### config.mk
export PLATFORM = sky130hd
export DESIGN_NAME = flash_status_reg
export DESIGN_NICKNAME = d
export VERILOG_FILES = /design/src/rtl/flash_sr_pkg.sv /design/src/rtl/flash_sr_gate.sv /design/src/rtl/flash_sr_prot_reg.sv /design/src/rtl/flash_sr_compose.sv /design/src/rtl/flash_status_reg.sv
export SDC_FILE = /design/constraint.sdc
export NUM_CORES = 1
export LEC_CHECK = 0
export BUFFER_PORTS_ARGS = -buffer_cell sky130_fd_sc_hd__buf_2
export CAP_MARGIN = 20
export CORE_AREA = 2 2 39 41
export DETAILED_ROUTE_END_ITERATION = 7
export DIE_AREA = 0 0 41 43
export RECOVER_POWER = 100
export SLEW_MARGIN = 20
export SYNTH_ARGS = -nofsm -noshare
export SYNTH_HDL_FRONTEND = slang
export SYNTH_SLANG_ARGS = --single-unit
export TNS_END_PERCENT = 5
### constraint.sdc
create_clock -name clk -period 1.5 [get_ports clk]
set_clock_uncertainty 0.2 [all_clocks]
set_input_delay 0.15 -clock clk [delete_from_list [all_inputs] [get_ports clk]]
set_output_delay 0.15 -clock clk [all_outputs]
set_load 0.02 [all_outputs]
### src/rtl/flash_sr_pkg.sv
package flash_sr_pkg;

    localparam int SR_W      = 8;
    localparam int PROT_N    = 3;
    localparam int BUSY_POS  = 0;
    localparam int WEL_POS   = 1;
    localparam int PROT_LO   = 2;
    localparam int SEC_POS   = 5;
    localparam int AAI_POS   = 6;
    localparam int LOCK_POS  = 7;

    typedef struct packed {
        logic              lock;
        logic [PROT_N-1:0] prot;
    } prot_state_t;

    typedef struct packed {
        logic busy;
        logic wel;
        logic sec;
        logic aai;
    } ext_flags_t;

    function automatic logic wrsr_allowed(input logic wp_n,
                                          input logic lock,
                                          input logic busy);
        return !busy && (wp_n || !lock);
    endfunction

    function automatic prot_state_t unpack_byte(input logic [SR_W-1:0] b);
        prot_state_t s;
        s.lock = b[LOCK_POS];
        s.prot = b[PROT_LO +: PROT_N];
        return s;
    endfunction

endpackage

### src/rtl/flash_sr_gate.sv
module flash_sr_gate
    import flash_sr_pkg::*;
(
    input  logic clk,
    input  logic rst,
    input  logic stb,
    input  logic wp_n,
    input  logic lock,
    input  logic busy,
    output logic load,
    output logic accept_q,
    output logic reject_q
);

    logic ok;

    always_comb begin
        ok   = wrsr_allowed(wp_n, lock, busy);
        load = stb && ok;
    end

    always_ff @(posedge clk) begin
        if (rst) begin
            accept_q <= 1'b0;
            reject_q <= 1'b0;
        end else begin
            accept_q <= stb && ok;
            reject_q <= stb && !ok;
        end
    end

    p_busy_reject_r7: assert property (@(posedge clk) disable iff (rst)
        (stb && busy) |=> reject_q);

    p_pulse_excl_r9: assert property (@(posedge clk) disable iff (rst)
        !(accept_q && reject_q));

    p_no_stray_pulse_r9: assert property (@(posedge clk) disable iff (rst)
        !stb |=> (!accept_q && !reject_q));

    p_pulse_per_strobe_r9: assert property (@(posedge clk) disable iff (rst)
        stb |=> (accept_q || reject_q));

endmodule

### src/rtl/flash_sr_prot_reg.sv
module flash_sr_prot_reg
    import flash_sr_pkg::*;
#(
    parameter logic [PROT_N-1:0] PROT_RESET = '1
)(
    input  logic              clk,
    input  logic              rst,
    input  logic              load,
    input  logic [SR_W-1:0]   data,
    output prot_state_t       state_q
);

    prot_state_t nxt;

    always_comb begin
        nxt = load ? unpack_byte(data) : state_q;
    end

    always_ff @(posedge clk) begin
        if (rst) begin
            state_q.lock <= 1'b0;
            state_q.prot <= PROT_RESET;
        end else begin
            state_q <= nxt;
        end
    end

    p_hold_without_load_r3: assert property (@(posedge clk) disable iff (rst)
        !load |=> $stable(state_q));

endmodule

### src/rtl/flash_sr_compose.sv
module flash_sr_compose
    import flash_sr_pkg::*;
(
    input  prot_state_t     state,
    input  ext_flags_t      flags,
    output logic [SR_W-1:0] status
);

    always_comb begin
        status           = '0;
        status[BUSY_POS] = flags.busy;
        status[WEL_POS]  = flags.wel;
        status[SEC_POS]  = flags.sec;
        status[AAI_POS]  = flags.aai;
        status[LOCK_POS] = state.lock;
    end

endmodule

### src/rtl/flash_status_reg.sv
module flash_status_reg
    import flash_sr_pkg::*;
#(
    parameter logic [PROT_N-1:0] PROT_RESET = '1
)(
    input  logic            clk,
    input  logic            rst,
    input  logic            wp_n,
    input  logic            wrsr_stb,
    input  logic [SR_W-1:0] wrsr_data,
    input  logic            busy_in,
    input  logic            wel_in,
    input  logic            aai_in,
    input  logic            sec_lock_in,
    output logic [SR_W-1:0] status_q,
    output logic            wrsr_accept,
    output logic            wrsr_reject
);

    prot_state_t     st;
    ext_flags_t      flags;
    logic            load;
    logic [SR_W-1:0] base;

    always_comb begin
        flags.busy = busy_in;
        flags.wel  = wel_in;
        flags.sec  = sec_lock_in;
        flags.aai  = aai_in;
    end

    flash_sr_gate u_gate (
        .clk      (clk),
        .rst      (rst),
        .stb      (wrsr_stb),
        .wp_n     (wp_n),
        .lock     (st.lock),
        .busy     (busy_in),
        .load     (load),
        .accept_q (wrsr_accept),
        .reject_q (wrsr_reject)
    );

    flash_sr_prot_reg #(.PROT_RESET(PROT_RESET)) u_prot (
        .clk     (clk),
        .rst     (rst),
        .load    (load),
        .data    (wrsr_data),
        .state_q (st)
    );

    flash_sr_compose u_comp (
        .state  (st),
        .flags  (flags),
        .status (base)
    );

    // Block-protect bits placed by generate, one per field position
    genvar gi;
    generate
        for (gi = 0; gi < SR_W; gi++) begin : g_bits
            if (gi >= PROT_LO && gi < PROT_LO + PROT_N) begin : g_prot
                assign status_q[gi] = st.prot[gi-PROT_LO];
            end else begin : g_pass
                assign status_q[gi] = base[gi];
            end
        end
    endgenerate

    p_reject_holds_r3: assert property (@(posedge clk) disable iff (rst)
        wrsr_reject |-> (st == $past(st)));

    p_locked_reject_r3: assert property (@(posedge clk) disable iff (rst)
        (wrsr_stb && !wp_n && st.lock) |=> wrsr_reject);

    p_unlocked_accept_r4: assert property (@(posedge clk) disable iff (rst)
        (wrsr_stb && !busy_in && !wp_n && !st.lock) |=> wrsr_accept);

    p_pin_high_accept_r5: assert property (@(posedge clk) disable iff (rst)
        (wrsr_stb && !busy_in && wp_n) |=> wrsr_accept);

    p_accept_loads_r8: assert property (@(posedge clk) disable iff (rst)
        wrsr_accept |-> (status_q[LOCK_POS] == $past(wrsr_data[LOCK_POS]) &&
                         status_q[PROT_LO +: PROT_N] == $past(wrsr_data[PROT_LO +: PROT_N])));

    p_readonly_follow_r6: assert property (@(posedge clk) disable iff (rst)
        status_q[BUSY_POS] == busy_in && status_q[WEL_POS] == wel_in &&
        status_q[SEC_POS] == sec_lock_in && status_q[AAI_POS] == aai_in);

endmodule

==> flow_metrics.env, run 1 <==
export IMPL_syn_avg_cell_area_um2=9.63
export IMPL_fin_setup_tns_ns=0
export IMPL_yosys_warnings=0
export IMPL_hold_viol_final=0
export IMPL_worstHoldPathType="in -> reg"
export IMPL_num_vias=242
export IMPL_switching_power_mw=0.0894
export IMPL_status="finished clean"
export IMPL_cp_cell_sequence="dlygate4sd3_1 -> buf_2 -> nor3b_4 -> mux2i_1"
export IMPL_slew_viol_final=0
export IMPL_pin_count=26
export IMPL_arrival_ns=1.37
export IMPL_tritoncts="done"
export IMPL_drc=0
export IMPL_overflow=0
export IMPL_ys_types=10
export IMPL_chipWidth_um=41
export IMPL_fin_crit_ns=1.40
export IMPL_power_leakage_nw=0.174
export IMPL_track_usage_pct=7.65
export IMPL_ant_nets=0
export IMPL_worstSetupStartpointType="input port"
export IMPL_cts_max_path_buffers=2
export IMPL_die_h_um=43
export IMPL_area_growth_pct=44.6
export IMPL_n_fill_cell=147
export IMPL_start_util_pct=20.9
export IMPL_p_per_area_nw_per_um2=914
export IMPL_core_area_um2=1380
export IMPL_place_port_buffers=15
export IMPL_synth_common_cells="nor2_1 (8), dfxtp_1 (6), buf_4 (5)"
export IMPL_synth_edf_count=0
export IMPL_rsz0062_at_grt="false"
export IMPL_syn_inst=30
export IMPL_endpoint_kind="flop"
export IMPL_n_antenna_cell=0
export IMPL_cp_required_ns=1.47
export IMPL_ys_flop_type="dfxtp_1"
export IMPL_place_gp_congestion=0.571
export IMPL_clkLatencyLatePin_ns=0.23
export IMPL_clkSinkCount=6
export IMPL_clock_root_buffer="clkbuf_4"
export IMPL_period_share_pct=93.7
export IMPL_clkPwrFrac_pct=37.5
export IMPL_via_per_inst=3.78
export IMPL_max_stage_delay_ns=0.53
export IMPL_h_tree_depth=1
export IMPL_wl_per_cell_um=8.36
export IMPL_syn_nets=46
export IMPL_crit_buf_inv=2
export IMPL_syn_area_um2=289
export IMPL_antenna_found_initial=0
export IMPL_clkTransAtPathRegs_ns=0.04
export IMPL_worstMarginPinSlew_ns=0.316
export IMPL_combinationalPowerShare_pct=17.6
export IMPL_cts_setup_buffers=0
export IMPL_grt_pass1_wl_um=834
export IMPL_dr_pass1_iters=2
export IMPL_synth_most_common_cell="nor2_1"
export IMPL_rows=14
export IMPL_slew_headroom_pct=78.9
export IMPL_cp_slowest_cell="dlygate4sd3_1"
export IMPL_synth_area_leader_cell="dfxtp_1"
export IMPL_cts_buffers=3
export IMPL_critical_path_top_delay_family="buffers and inverters"
export IMPL_p_sw_share_pct=23.4
export IMPL_drtIter0Drc=2
export IMPL_power_mw=0.382
export IMPL_synth_top_area_share_pct=41.6
export IMPL_setup_violations_final=0
export IMPL_ys_seq_area_share_pct=41.6
export IMPL_dieArea_um2=1760
export IMPL_async_flop_share_pct=0
export IMPL_maxCapViolations=0
export IMPL_grt_pass1_vias=214
export IMPL_synth_seq_cells=6
export IMPL_cp_max_fo=4
export IMPL_fmax_mhz=712
export IMPL_grt_start_max_net_pins=10
export IMPL_drt_total_wl_um=535
export IMPL_drive_gt1_share_pct=29.2
export IMPL_path_class="in -> reg"
export IMPL_ir_drop_mv=0.360
export IMPL_internal_power_mw=0.293
export IMPL_synthTopCellsByArea="dfxtp_1 (42%), mux2i_1 (14%), buf_4 (13%)"
export IMPL_seq_power_share_pct=44.9
export IMPL_finalNetCount=66
==> area by class of cell <==
type	instances	area, um^2	area share (%)
multi-input cells	18	128	30.5
repair buffers	21	128	30.5
flip-flops and latches	6	120	28.7
clock buffers	3	22.5	5.39
well taps	16	20.0	4.79
==> power groups by stage <==
| stage | Combinational, mW | Sequential [mW] | Clock (mW) |
|---|---|---|---|
| final | 0.0672 | 0.172 | 0.143 |
| after global routing | 0.0741 | 0.172 | 0.168 |
| after CTS | 0.0707 | 0.172 | 0.154 |
| after detailed placement | 0.0586 | 0.174 | 0 |
| after global placement | 0.0580 | 0.174 | 0 |
| after floorplan | 0.0419 | 0.182 | 0 |
==> logic make-up after synthesis <==
group                  synth area share, %
buffers and inverters                 14.3
DFF                                   41.6
and+or+nand+nor                       30.3
muxes                                 13.9
==> final timing paths <==
check | startpoint | endpoint | slack, ns | depth (start not counted)
min | wp_n | u_gate.reject_q$_SDFF_PP0_ | 0.03 | 4
max reg2reg | u_prot.state_q[3]$_SDFFE_PP0P_ | u_prot.state_q[2]$_SDFFE_PP1P_ | 0.26 | 3
min reg2reg | u_prot.state_q[1]$_SDFFE_PP1P_ | u_prot.state_q[1]$_SDFFE_PP1P_ | 0.31 | 2
max | busy_in | u_prot.state_q[2]$_SDFFE_PP1P_ | 0.1 | 4
==> layer usage <==
metal	up-vias	GRT usage (%)	routed length (um)
li1	127	-	-
met1	103	8.77	219
met2	12	9.38	263
met3	0	3.66	52
met4	0	8.00	0
met5	-	0	0
==> tightest hold or removal path: stages <==
cell	delay, ns
buf_2	0.10
nor2b_4	0.05
nor2_1	0.08
nor2_1	0.05
==> placed cells by master, fill, tap and decap left out <==
master and n:
nor2_1 8, buf_2 8, dlygate4sd3_1 6, clkbuf_1 6
dfxtp_1 6, mux2i_1 4, clkbuf_4 3, nand2b_1 2
nor2b_4 1, nor3b_4 1, nor3_1 1, or2b_1 1
clkbuf_2 1
==> sequential cells by signal, summed over array words and instances (netlist names) <==
name / cells
u_gate.accept_q: 1
u_prot.state_q: 4
u_gate.reject_q: 1
==> stage by stage <==
step | cells | hold WS, ns | setup WS [ns] | area, um^2 | utilization, %
final | 64 | 0.0345 | 0.0950 | 418 | 30.2
after global routing | 64 | 0.0509 | 0.0234 | 418 | 30.2
after CTS | 64 | 0.0236 | 0.0895 | 425 | 30.7
after detailed placement | 55 | 0.100 | 0.236 | 343 | 24.8
after global placement | 55 | 0.100 | 0.254 | 343 | 24.8
after floorplan | 30 | 0.0291 | 0.341 | 289 | -
==> timing repair <==
action | in CTS | in global routing
hold buffers | 6 | 0
hold endpoints to repair | 6 | 0
gates resized for setup | 0 | 0
Note: power is estimated with default switching activity, not from simulation.
==> inputs of run 2 (changes only) <==
Settings changed: HOLD_SLACK_MARGIN set to 0.05, SETUP_SLACK_MARGIN set to 0.3.
==> flow_metrics.env, run 2 (synthesized netlist as in run 1, its figures left out) <==
export IMPL_grt_met2_usage_pct=8.75
export IMPL_power_leakage_nw=0.178
export IMPL_final_cell_mix="nor2_1 (8), clkbuf_1 (8), buf_2 (7)"
export IMPL_instances_no_fill=66
export IMPL_cts_max_path_buffers=2
export IMPL_num_vias=253
export IMPL_rows=14
export IMPL_grt_start_max_net_pins=10
export IMPL_die_h_um=43
export IMPL_period_share_pct=83.9
export IMPL_fin_crit_ns=1.26
export IMPL_overflow=0
export IMPL_reg_top3="u_prot.state_q: 4 flops, u_gate.accept_q: 1 flops, u_gate.reject_q: 1 flops"
export IMPL_arrival_ns=1.23
export IMPL_max_stage_delay_ns=0.32
export IMPL_crit_start="u_prot.state_q[3]$_SDFFE_PP0P_"
export IMPL_r2r_start="u_prot.state_q[3]$_SDFFE_PP0P_"
export IMPL_clkLatencyLatePin_ns=0.24
export IMPL_via_per_inst=3.83
export IMPL_status="finished clean"
export IMPL_setup_violations_final=0
export IMPL_hold_viol_final=0
export IMPL_holdWs_ns=0.0592
export IMPL_drc=0
export IMPL_path_class="reg -> reg"
export IMPL_drtIter0Drc=2
export IMPL_fin_ws_ns=0.242
export IMPL_use_met1_pct=9.09
export IMPL_ant_nets=0
export IMPL_cp_cell_sequence="nor2b_1 -> nor3b_4 -> mux2i_1"
export IMPL_maxCapViolations=0
export IMPL_fin_setup_tns_ns=0
export IMPL_finalNetCount=68
export IMPL_area_growth_pct=46.3
export IMPL_power_mw=0.384
export IMPL_cp_required_ns=1.47
export IMPL_largest_reg_flops=4
export IMPL_n_antenna_cell=0
export IMPL_clkTransAtPathRegs_ns=0.05
export IMPL_dr_pass1_iters=2
export IMPL_fin_util_pct=30.6
export IMPL_clock_root_buffer="clkbuf_4"
export IMPL_worstMarginPinSlew_ns=0.316
export IMPL_drive_gt1_share_pct=26.0
export IMPL_cp_max_fo=4
export IMPL_worstSetupStartpointType="flop"
export IMPL_grt_pass1_vias=205
export IMPL_slew_viol_final=0
export IMPL_track_usage_pct=7.55
export IMPL_place_port_buffers=15
export IMPL_start_util_pct=20.9
export IMPL_chipWidth_um=41
export IMPL_use_met3_pct=3.66
export IMPL_grt_busiest_layer="met1"
export IMPL_pin_count=26
export IMPL_dieArea_um2=1760
export IMPL_cp_slowest_cell="nor3b_4"
export IMPL_dp_cells=55
export IMPL_tritoncts="done"
export IMPL_p_per_area_nw_per_um2=908
export IMPL_wl_per_cell_um=8.36
export IMPL_clkSinkCount=6
export IMPL_cts_buffers=3
export IMPL_dp_slack_ns=0.236
export IMPL_endpoint_kind="flop"
export IMPL_worstHoldPathType="in -> reg"
export IMPL_core_area_um2=1380
export IMPL_antenna_found_initial=0
export IMPL_fmax_mhz=795
export IMPL_top_register="u_prot.state_q"
export IMPL_ir_drop_mv=0.356
export IMPL_fin_area_um2=423
export IMPL_slew_headroom_pct=78.9
export IMPL_min_from="rst"
export IMPL_h_tree_depth=1
export IMPL_place_gp_congestion=0.571
export IMPL_drt_total_wl_um=552
export IMPL_rsz0062_at_grt="true"
export IMPL_grt_pass1_wl_um=821
export IMPL_placed_area_um2=343
run 2: cell count changes in the layout (fill, tap and decap cells not counted):
cell / delta
buf_2: -1
buf_4: +2
clkbuf_1: +2
clkbuf_2: -1
nor2b_1: +1
nor2b_4: -1
run 2: layout make-up:
type / count / area [um^2]
tap: 16 / 20.0
sequential: 6 / 120
timing repair buffer: 23 / 140
fill: 150 / 961
clock buffer: 3 / 22.5
multi-input combinational: 18 / 120
run 2: what timing repair did:
action                     in CTS  in global routing
setup buffers                   2                  0
resized for setup               1                  0
hold buffers                    6                  0
setup endpoints to repair       4                  5
pin swaps                       1                  1
hold endpoints to repair        6                  0
run 2: worst paths after layout:
check	to	slack, ns	cells after the start
max	u_prot.state_q[2]$_SDFFE_PP1P_	0.24	3
min	u_prot.state_q[1]$_SDFFE_PP1P_	0.06	3
max reg2reg	u_prot.state_q[2]$_SDFFE_PP1P_	0.24	3
min reg2reg	u_prot.state_q[1]$_SDFFE_PP1P_	0.31	2
run 2: power breakdown:
group | switching, mW | internal, mW
Clock | 0.0547 | 0.0903
Combinational | 0.0329 | 0.0351
Sequential | 0.00326 | 0.168
Total | 0.0908 | 0.293
run 2: worst max-delay path, delay by kind of cell, from the launching register on:
family           cells  cell delay (ns)
multiplexers         1             0.21
AND/OR/NAND/NOR      2             0.48
flip-flops           1             0.30
run 2: metal layers:
layer / part of all wire [%] / up-vias
li1: - / 132
met1: 41 / 109
met2: 49 / 12
met3: 9.4 / 0
met4: 0 / 0
met5: 0 / -
